$ cat src/rtl/prio_intc_pkg.sv
package prio_intc_pkg;
   // byte offsets decoded by software
   localparam int unsigned OFS_PEND  = 'h00;
   localparam int unsigned OFS_MASK  = 'h08;
   localparam int unsigned OFS_INUM  = 'h10;
   localparam int unsigned OFS_FNUM  = 'h12;
   localparam int unsigned OFS_CTRL  = 'h14;
   localparam int unsigned OFS_LVL   = 'h20;
   // configuration word fields
   localparam int unsigned CFG_ROUTE = 0;
   localparam int unsigned CFG_EDGE  = 1;
   localparam int unsigned CFG_PRIO  = 2;
   // control bits
   localparam int unsigned CTL_IRQ   = 0;
   localparam int unsigned CTL_FIQ   = 1;
   localparam int unsigned NPATH     = 2;
endpackage

$ cat src/rtl/intc_pend.sv
module intc_pend #(
   parameter int NSRC = 32
) (
   input  logic            clk,
   input  logic            rst_n,
   input  logic [NSRC-1:0] src,
   input  logic [NSRC-1:0] edge_sel,
   input  logic [NSRC-1:0] clr,
   output logic [NSRC-1:0] pend
);
   logic [NSRC-1:0] src_q;
   logic [NSRC-1:0] set_v;

   genvar i;
   generate
      for (i = 0; i < NSRC; i++) begin : g_set
         assign set_v[i] = edge_sel[i] ? (src[i] & ~src_q[i]) : src[i];
      end
   endgenerate

   always_ff @(posedge clk or negedge rst_n) begin
      if (!rst_n) begin
         src_q <= '0;
         pend  <= '0;
      end else begin
         src_q <= src;
         pend  <= (pend & ~clr) | set_v;
      end
   end
endmodule

$ cat src/rtl/intc_arb.sv
module intc_arb #(
   parameter int NSRC  = 32,
   parameter int PRIOW = 5,
   parameter int IDXW  = 5
) (
   input  logic [NSRC-1:0]       cand,
   input  logic [NSRC*PRIOW-1:0] prio_flat,
   output logic                  any,
   output logic [IDXW-1:0]       win
);
   logic [PRIOW-1:0] best;

   always_comb begin
      any  = 1'b0;
      win  = '0;
      best = '1;
      for (int i = 0; i < NSRC; i++) begin
         if (cand[i] && (!any || prio_flat[i*PRIOW +: PRIOW] < best)) begin
            any  = 1'b1;
            win  = IDXW'(i);
            best = prio_flat[i*PRIOW +: PRIOW];
         end
      end
   end
endmodule

$ cat src/rtl/intc_hold.sv
module intc_hold #(
   parameter int IDXW = 5
) (
   input  logic            clk,
   input  logic            rst_n,
   input  logic            any,
   input  logic [IDXW-1:0] win,
   input  logic            rearm,
   output logic            valid,
   output logic [IDXW-1:0] num
);
   always_ff @(posedge clk or negedge rst_n) begin
      if (!rst_n) begin
         valid <= 1'b0;
         num   <= '0;
      end else if (!valid || rearm) begin
         valid <= any;
         if (any) num <= win;
      end
   end
endmodule

$ cat src/rtl/prio_intc.sv
module prio_intc
   import prio_intc_pkg::*;
#(
   parameter int NSRC  = 32,
   parameter int REGW  = 16,
   parameter int ADDRW = 8,
   parameter int PRIOW = 5
) (
   input  logic             clk,
   input  logic             rst_n,
   input  logic [NSRC-1:0]  src_req,
   input  logic             bus_wr,
   input  logic [ADDRW-1:0] bus_addr,
   input  logic [REGW-1:0]  bus_wdata,
   output logic [REGW-1:0]  bus_rdata,
   output logic             irq_out,
   output logic             fiq_out
);
   localparam int IDXW  = $clog2(NSRC);
   localparam int NWORD = NSRC / REGW;
   localparam int LVLW  = PRIOW + 2;

   initial begin
      if (NWORD * REGW != NSRC) $error("NSRC must be a multiple of REGW");
      if (LVLW > REGW)          $error("configuration word wider than bus");
      if (OFS_LVL + 2 * NSRC > (1 << ADDRW)) $error("ADDRW too small");
   end

   logic [NSRC-1:0]       mask_q, pend, clr, route_fiq, edge_sel;
   logic [NSRC-1:0]       cand_irq, cand_fiq;
   logic [NSRC*PRIOW-1:0] prio_flat;
   logic [LVLW-1:0]       lvl_q [NSRC];
   logic [NPATH-1:0]      ctrl_q;
   logic [NWORD-1:0]      pend_hit, mask_hit;
   logic                  irq_any, fiq_any, fiq_valid, irq_valid;
   logic [IDXW-1:0]       irq_win, fiq_win, irq_num, fiq_num;
   logic [ADDRW-1:0]      lvl_off;
   logic [IDXW-1:0]       lvl_idx;
   logic                  lvl_hit, ctrl_hit;

   // ---------------- address decode ----------------
   assign lvl_off  = bus_addr - ADDRW'(OFS_LVL);
   assign lvl_idx  = lvl_off[IDXW:1];
   assign lvl_hit  = (bus_addr >= ADDRW'(OFS_LVL)) &&
                     (bus_addr <  ADDRW'(OFS_LVL + 2 * NSRC)) && !bus_addr[0];
   assign ctrl_hit = (bus_addr == ADDRW'(OFS_CTRL));

   genvar w, s;
   generate
      for (w = 0; w < NWORD; w++) begin : g_word
         assign pend_hit[w] = bus_wr && (bus_addr == ADDRW'(OFS_PEND + 2 * w));
         assign mask_hit[w] = bus_wr && (bus_addr == ADDRW'(OFS_MASK + 2 * w));
         assign clr[w*REGW +: REGW] = pend_hit[w] ? ~bus_wdata : '0;

         always_ff @(posedge clk or negedge rst_n) begin
            if (!rst_n)           mask_q[w*REGW +: REGW] <= '1;
            else if (mask_hit[w]) mask_q[w*REGW +: REGW] <= bus_wdata;
         end
      end

      for (s = 0; s < NSRC; s++) begin : g_src
         assign route_fiq[s]               = lvl_q[s][CFG_ROUTE];
         assign edge_sel[s]                = lvl_q[s][CFG_EDGE];
         assign prio_flat[s*PRIOW +: PRIOW] = lvl_q[s][CFG_PRIO +: PRIOW];
      end
   endgenerate

   // ---------------- configuration and control ----------------
   always_ff @(posedge clk or negedge rst_n) begin
      if (!rst_n) begin
         for (int i = 0; i < NSRC; i++) lvl_q[i] <= '0;
      end else if (bus_wr && lvl_hit) begin
         lvl_q[lvl_idx] <= bus_wdata[LVLW-1:0];
      end
   end

   always_ff @(posedge clk or negedge rst_n) begin
      if (!rst_n) ctrl_q <= '0;
      else        ctrl_q <= (bus_wr && ctrl_hit) ? bus_wdata[NPATH-1:0] : '0;
   end

   // ---------------- capture, arbitrate, hold ----------------
   intc_pend #(.NSRC(NSRC)) u_pend (
      .clk(clk), .rst_n(rst_n), .src(src_req), .edge_sel(edge_sel),
      .clr(clr), .pend(pend));

   assign cand_irq = pend & ~mask_q & ~route_fiq;
   assign cand_fiq = pend & ~mask_q &  route_fiq;

   intc_arb #(.NSRC(NSRC), .PRIOW(PRIOW), .IDXW(IDXW)) u_arb_irq (
      .cand(cand_irq), .prio_flat(prio_flat), .any(irq_any), .win(irq_win));
   intc_arb #(.NSRC(NSRC), .PRIOW(PRIOW), .IDXW(IDXW)) u_arb_fiq (
      .cand(cand_fiq), .prio_flat(prio_flat), .any(fiq_any), .win(fiq_win));

   intc_hold #(.IDXW(IDXW)) u_hold_irq (
      .clk(clk), .rst_n(rst_n), .any(irq_any), .win(irq_win),
      .rearm(ctrl_q[CTL_IRQ]), .valid(irq_valid), .num(irq_num));
   intc_hold #(.IDXW(IDXW)) u_hold_fiq (
      .clk(clk), .rst_n(rst_n), .any(fiq_any), .win(fiq_win),
      .rearm(ctrl_q[CTL_FIQ]), .valid(fiq_valid), .num(fiq_num));

   assign irq_out = irq_valid;
   assign fiq_out = fiq_valid;

   // ---------------- read mux ----------------
   always_comb begin
      bus_rdata = '0;
      for (int i = 0; i < NWORD; i++) begin
         if (bus_addr == ADDRW'(OFS_PEND + 2 * i)) bus_rdata = pend[i*REGW +: REGW];
         if (bus_addr == ADDRW'(OFS_MASK + 2 * i)) bus_rdata = mask_q[i*REGW +: REGW];
      end
      if (bus_addr == ADDRW'(OFS_INUM)) bus_rdata = REGW'(irq_num);
      if (bus_addr == ADDRW'(OFS_FNUM)) bus_rdata = REGW'(fiq_num);
      if (ctrl_hit)                     bus_rdata = REGW'(ctrl_q);
      if (lvl_hit)                      bus_rdata = REGW'(lvl_q[lvl_idx]);
   end
endmodule

$ cat config.mk
export PLATFORM = sky130hd
export DESIGN_NAME = prio_intc
export DESIGN_NICKNAME = d
export VERILOG_FILES = /design/src/rtl/prio_intc_pkg.sv /design/src/rtl/intc_pend.sv /design/src/rtl/intc_arb.sv /design/src/rtl/intc_hold.sv /design/src/rtl/prio_intc.sv
export SDC_FILE = /design/constraint.sdc
export NUM_CORES = 1
export LEC_CHECK = 0
export ABC_AREA = 1
export BUFFER_PORTS_ARGS = -buffer_cell sky130_fd_sc_hd__buf_2
export CORE_ASPECT_RATIO = 0.5
export CORE_MARGIN = 4
export CORE_UTILIZATION = 30
export DETAILED_ROUTE_END_ITERATION = 16
export PLACE_DENSITY = 0.52
export SETUP_SLACK_MARGIN = 0.5
export SYNTH_ARGS = -nofsm -noshare
export SYNTH_HDL_FRONTEND = slang
export SYNTH_HIERARCHICAL = 1
export SYNTH_SLANG_ARGS = --single-unit
$ cat constraint.sdc
create_clock -name clk -period 49.7 [get_ports clk]
set_clock_uncertainty 0.05 [all_clocks]
set_input_delay 2.485 -clock clk [delete_from_list [all_inputs] [get_ports clk]]
set_output_delay 2.485 -clock clk [all_outputs]
set_load 0.005 [all_outputs]
==> impl_results.md, run 1 <==
- Worst-margin pin slew: 1280 ps
- Leading cell type in the layout, fill and taps excluded: nand2_1
- Hold buffer count at CTS: 0
- CTS buffer count: 38
- Grt ovf: 0
- CP arrival: 41,690 ps
- Crit path from: u_pend/pend[0]
- Post-placement setup slack: 8860 ps
- CTS tree: built
- Avg WL per Cell: 19.3 um
- Synth Area per Inst: 6.30 um2
- Port buffer count: 76
- Critical Path Slowest Stage Cell: nor3_1
- Vias post-DR: 33,400
- Final period utilization: 83.0%
- Clock sink count: 334
- Fill cells: 11,800
- R2r setup slk: 8440 ps
- Synth Area in Simple Gates: 50.9%
- Clock Tree Root: clkbuf_16
- Commonest non-fill, non-tap cells in the layout: nand2_1 (1,844), nand3_1 (768), inv_1 (670)
- Routed wire length: 127,000 um
- Endpoints failing setup: 0
- Max Fclk: 0.0242 GHz
- Final #Nets: 5,321
- Worst Setup EP: u_hold_fiq/num[0]
- Max-slew headroom at the worst pin: 14.0%
- Gate Count Post-Synth: 5,156
- Mux share of post-synthesis cell area: 0%
- Starting density of the core: 30.2%
- Worst R2R Start: u_pend/pend[0]
- Total track usage: 21.6%
- Synth area leaders: dfrtp_1 (23%), nand2_1 (21%), nand3_1 (12%), inv_1 (7.7%), ha_1 (5.1%)
- Net count after synthesis: 5,347
- Post-CTS sizing: 0
- RR Endpoint: u_hold_fiq/num[0]
- Status: completed
- # DRC: 0
- Register area share after synthesis: 25.9%
- Data required, critical path: 50,130 ps
- Synth top area share: 23.3%
- Fin. Hold Viols: 0
- Combinational family with the most area after synthesis: simple AND/OR/NAND/NOR gates
- First-pass GRT wire length: 191,000 um
- Max incr delay on CP: 760 ps
- Row count: 85
- Dpl hpwl: 97,300 um
- Worst-Skew Late Latency: 560 ps
- DIE WIDTH: 473 um
- Die area: 0.114 mm2
- Cell area after synthesis: 0.0325 mm2
- Core area: 0.108 mm2
- Via/cell ratio: 5.06
- Maxcap violations: 0
- Final Wtd Congestion: 0.933
- Share of cells above drive strength 1: 13.4%
- Most frequent CP cell: nand2_1
- Yosys warning total: 6
- Post-Synth XOR/XNOR Area: 0%
- Synth-to-layout area growth: 7.89%
- Number of H-tree levels: 2
- Final Max Tran Viols: 0
- Largest net degree at the start of global routing: 167
- RSZ-0062 raised after global routing: no
- Type of the worst setup path: register to register
- Vias in the first global route: 30,700
- I/O pin cnt: 77
- Crit path max fanout: 13
- TritonRoute pass-1 iters: 6
- R2R depth: 263
- Hold Path Class: register to register
- Max Root-Sink Buffers: 3
- Routed Antenna Nets: 0
- Adder-Cell Fraction of Synth Area: 5.09%
- Post-CTS Setup Inserts: 0
- Final Critical Period: 41,260 ps
- Setup_tns: 0 ps
- Iteration-0 DRC Markers: 3,420
- Netlist cell types: 53
- Initial antenna violation count: 2
- CP startpoint kind: register
- Final Worst Setup Slack: 8440 ps
- Flops & latches, synth: 334
- Compound-gate portion of the synthesized area: 6.01%
- Crit end category: register
- Die H: 241 um
- CTS clk-pin slew, worst paths: 60 ps
- Largest area contributor in the netlist: dfrtp_1
-- synthesized netlist by cell type (all sizes together) --
library cell  instances
nand3b               42
o22ai                 4
inv                 699
o21a                  8
o211ai                2
clkinv               10
o21bai               92
nor3b                13
and3                  6
a31oi                 2
clkinvlp              2
o22a                  2
nor4                  1
dfstp                32
nand3               867
bufbuf                2
nor2                307
nand4                59
buf                 119
o2111a                2
a211oi                4
nor3                 41
o21ai               173
clkbuf               55
or2                   7
a21oi                22
nand2              2142
a32oi                 7
dfrtp               302
ha                  132
-- cell families (layout without fill, tap and decap cells) --
group,after synthesis,count (layout)
simple gates,3485,3485
fa+ha+maj,132,132
compound gates,318,318
other cells,0,2
flops,334,334
buf+inv,887,890
-- worst min-delay path by stage --
| stage | start | endpoint | slack [ps] | cells after the start |
|---|---|---|---|---|
| after floorplan | u_hold_fiq/num[2] | u_hold_fiq/num[2] | 380 | 2 |
| after global placement | mask_q[25] | mask_q[25] | 410 | 2 |
| after detailed placement | u_hold_fiq/num[3] | u_hold_fiq/num[3] | 410 | 2 |
| after CTS | u_hold_fiq/num[3] | u_hold_fiq/num[3] | 420 | 2 |
| after global routing | mask_q[26] | mask_q[26] | 450 | 2 |
| final | mask_q[29] | mask_q[29] | 430 | 2 |
-- critical path: cells and delay by family (launching register included) --
family,cells,cell delay [ps]
buffers and inverters,10,750
adders and majority gates,31,9560
and+or+nand+nor,177,17220
DFF,1,430
AOI/OAI and AO/OA,45,13120
-- registers in the layout, indices dropped and copies added, names as in the netlist --
signal and count:
u_hold_fiq/valid 1, u_pend/pend 32, u_pend/src_q 32, edge_sel 32, u_hold_irq/num 5, u_hold_irq/valid 1, u_hold_fiq/num 5, mask_q 32
lvl_q 192, ctrl_q 2
-- layer usage --
layer | track usage [%] | wire, um | vias to the layer above | part of all wire (%)
met5 | 0 | 7 | - | 0.0055
met4 | 4.44 | 2550 | 2 | 2.0
met3 | 2.13 | 8140 | 122 | 6.4
met2 | 33.9 | 55100 | 1057 | 43
met1 | 32.2 | 61300 | 15900 | 48
li1 | - | - | 16300 | -
-- layout make-up --
type	instances	area, um2	share of cell area (%)
multi-input combinational	3935	20200	57.6
sequential	334	8400	24.0
inverter	711	2690	7.67
tap	1435	1800	5.12
clock buffer	57	1120	3.20
timing repair buffer	110	658	1.88
clock inverter	12	208	0.593
antenna	2	5.00	0.0143
-- through the flow --
step / cells / hold WS [ps] / cell area (um2) / util [%]
after floorplan: 5156 / 384 / 32500 / -
final: 6596 / 428 / 35000 / 32.6
after CTS: 6594 / 423 / 35000 / 32.6
after global placement: 6525 / 411 / 33700 / 31.3
after detailed placement: 6525 / 407 / 33700 / 31.3
after global routing: 6595 / 445 / 35000 / 32.6
Power of run 1 is left out: the tool's default activity adds up to more than one toggle a clock period on the data nets, which glitch-free logic cannot reach.
==> inputs of run 2 (changes only) <==
--- a/config.mk
+++ b/config.mk
@@ -5,7 +5,7 @@
 export SDC_FILE = /design/constraint.sdc
 export NUM_CORES = 1
 export LEC_CHECK = 0
-export ABC_AREA = 1
+export ABC_AREA = 0
 export BUFFER_PORTS_ARGS = -buffer_cell sky130_fd_sc_hd__buf_2
 export CORE_ASPECT_RATIO = 0.5
 export CORE_MARGIN = 4
==> constraint.sdc (replaced) <==
create_clock -name clk -period 39.8 [get_ports clk]
set_clock_uncertainty 0.05 [all_clocks]
set_input_delay 1.99 -clock clk [delete_from_list [all_inputs] [get_ports clk]]
set_output_delay 1.99 -clock clk [all_outputs]
set_load 0.005 [all_outputs]
==> run 2 against run 1 <==
Net effect:
- the flow now finishes with violations (max-capacitance violations, negative setup slack)
- final area up 44%
- die area up 4.3%
- worst setup slack worse by 13000 ps
- area after synthesis up 4.4%
- cell count up 1.9%
- critical path depth up 9
- maximum frequency down 7.2%
- global-route usage up 2.3 points
==> impl_results.md, run 2 <==
- Status: finished, violations left
- Failing checks: max-capacitance violations, negative setup slack
- Total track usage: 23.9%
- Iteration-0 DRC Markers: 3,085
- CTS buffer count: 37
- Clock sink count: 334
- RSZ-0062 raised after global routing: yes
- Netlist cell types: 162
- Die H: 246 um
- Max Fclk: 0.0225 GHz
- Vias in the first global route: 36,300
- Biggest register: lvl_q
- Final Cell Area: 0.0505 mm2
- Synth-to-layout area growth: 48.9%
- Critical Path Slowest Stage Cell: dfstp_2
- Port buffer count: 76
- Flops & latches, synth: 334
- Endpoints failing setup: 10
- Routed Antenna Nets: 0
- Final Wtd Congestion: 0.968
- Final #Nets: 5,387
- Max Root-Sink Buffers: 3
- Worst hold slack: 475 ps
- Max-slew headroom at the worst pin: 0.546%
- Clock Tree Root: clkbuf_16
- CP arrival: 44,870 ps
- Crit path max fanout: 6
- Grt ovf: 0
- Worst-Skew Late Latency: 570 ps
- Setup_tns: -45,840 ps
- Gate Count Post-Synth: 3,859
- # DRC: 0
- Yosys warning total: 6
- Fin. Hold Viols: 0
- CP startpoint kind: register
- Data required, critical path: 40,220 ps
- Async SR Flop Fraction: 100%
- Initial antenna violation count: 5
- Final period utilization: 112%
- Final Critical Period: 44,450 ps
- Starting density of the core: 30.5%
- Fill cells: 10,700
- Avg WL per Cell: 22.7 um
- Number of H-tree levels: 2
- Net count after synthesis: 4,050
- CTS tree: built
- Register area share after synthesis: 24.8%
- Vias post-DR: 37,600
- Post-synth EDFFs: 0
- Die area: 0.119 mm2
- Synth top area share: 22.3%
- Post-placement setup slack: -7740 ps
- CTS clk-pin slew, worst paths: 60 ps
- First-pass GRT wire length: 224,000 um
- Dpl hpwl: 114,000 um
- Core area: 0.111 mm2
- Via/cell ratio: 5.60
- TritonRoute pass-1 iters: 5
- Crit end category: register
- Final Worst Setup Slack: -4650 ps
- Type of the worst setup path: register to register
- Share of cells above drive strength 1: 49.2%
- Largest net degree at the start of global routing: 180
- Top-count cell post-synth: nand2_1
- Leading cell type in the layout, fill and taps excluded: buf_4
- Row count: 86
- Routed wire length: 153,000 um
- DIE WIDTH: 483 um
- Max incr delay on CP: 540 ps
- Commonest non-fill, non-tap cells in the layout: buf_4 (1,313), nand2_1 (326), dfrtp_1 (302)
- Placed cell areas: 0.0438 mm2
- Final Max Tran Viols: 0
- Post-synth top cells: nand2_1 (372), dfrtp_1 (302), mux2_2 (290)
- Top FF cell, synth: dfrtp_1
- Max reg flops: 192
- Most frequent CP cell: buf_4
- Hold Path Class: register to register
- Maxcap violations: 1
- I/O pin cnt: 77
- Largest area contributor in the netlist: dfrtp_1
- Diode count: 0
- Synth Area per Inst: 8.78 um2
- Cell area after synthesis: 0.0339 mm2
- Worst-margin pin slew: 1480 ps
- Synth area leaders: dfrtp_1 (22%), mux2_2 (9.6%), mux2i_1 (4.9%), ha_1 (4.9%), nand2_1 (4.1%)
-- run 2: cells by family (layout without fill, tap and decap cells) --
group | count (synthesis) | in the layout | share of synthesized area [%]
AND/OR/NAND/NOR | 1325 | 1325 | 20.8
AO/OA/AOI/OAI | 1097 | 1097 | 24.8
multiplexers | 526 | 526 | 18.1
buffers and inverters | 388 | 1753 | 5.04
flip-flops | 334 | 334 | 24.8
adder cells (fa/ha/maj) | 157 | 157 | 5.62
XOR/XNOR | 32 | 32 | 0.849
-- run 2: area by class of cell --
class	instances	area (um2)	area share, %
inverters	266	1010	2.00
repair buffers	1420	10600	21.0
flip-flops and latches	334	8400	16.6
well taps	1496	1870	3.71
multi-input cells	3137	27200	54.0
clock inverters	17	273	0.540
clock buffers	50	1060	2.11
-- run 2: timing repair --
| action | 4_1_cts | 5_1_grt |
|---|---|---|
| gates resized for setup | 256 | 380 |
| buffers inserted | 192 | 130 |
| pin swaps | 176 | 335 |
| endpoints found under the setup margin | 10 | 10 |
| hold buffers | 0 | 0 |
-- run 2: worst paths after layout --
check | depth (start not counted) | to | from | slack [ps]
setup / recovery | 272 | u_hold_fiq/num[4] | mask_q[0] | -4650
hold / removal | 1 | u_hold_fiq/num[0] | u_hold_fiq/num[0] | 480
setup reg to reg | 272 | u_hold_fiq/num[4] | mask_q[0] | -4650
hold reg to reg | 1 | u_hold_fiq/num[0] | u_hold_fiq/num[0] | 480
max in group asynchronous | 2 | lvl_q[212] | rst_n | 36680
min in group asynchronous | 1 | lvl_q[12] | rst_n | 1420
-- run 2: layer usage --
metal  wire length (um)  global-route usage [%]  share of wire, %
met1              69300                    32.9                45
met2              70100                    39.3                46
met3               9480                    3.65               6.2
met4               3780                    5.97               2.5
met5                  0                       0                 0
-- run 2: worst max-delay path: cells and delay by family, from the launching register on --
kind	cells	cell delay (ps)
compound gates	101	17450
fa+ha+maj	31	7510
buf+inv	51	5220
flops	1	540
mux	12	3100
simple gates	77	10430
-- run 2: per-stage QoR --
step	utilization [%]	instances
after floorplan	-	3859
after global placement	39.4	6331
after detailed placement	39.4	6331
after CTS	42.9	6590
after global routing	45.4	6720
final	45.4	6720
Power of run 2 is left out for the same reason.
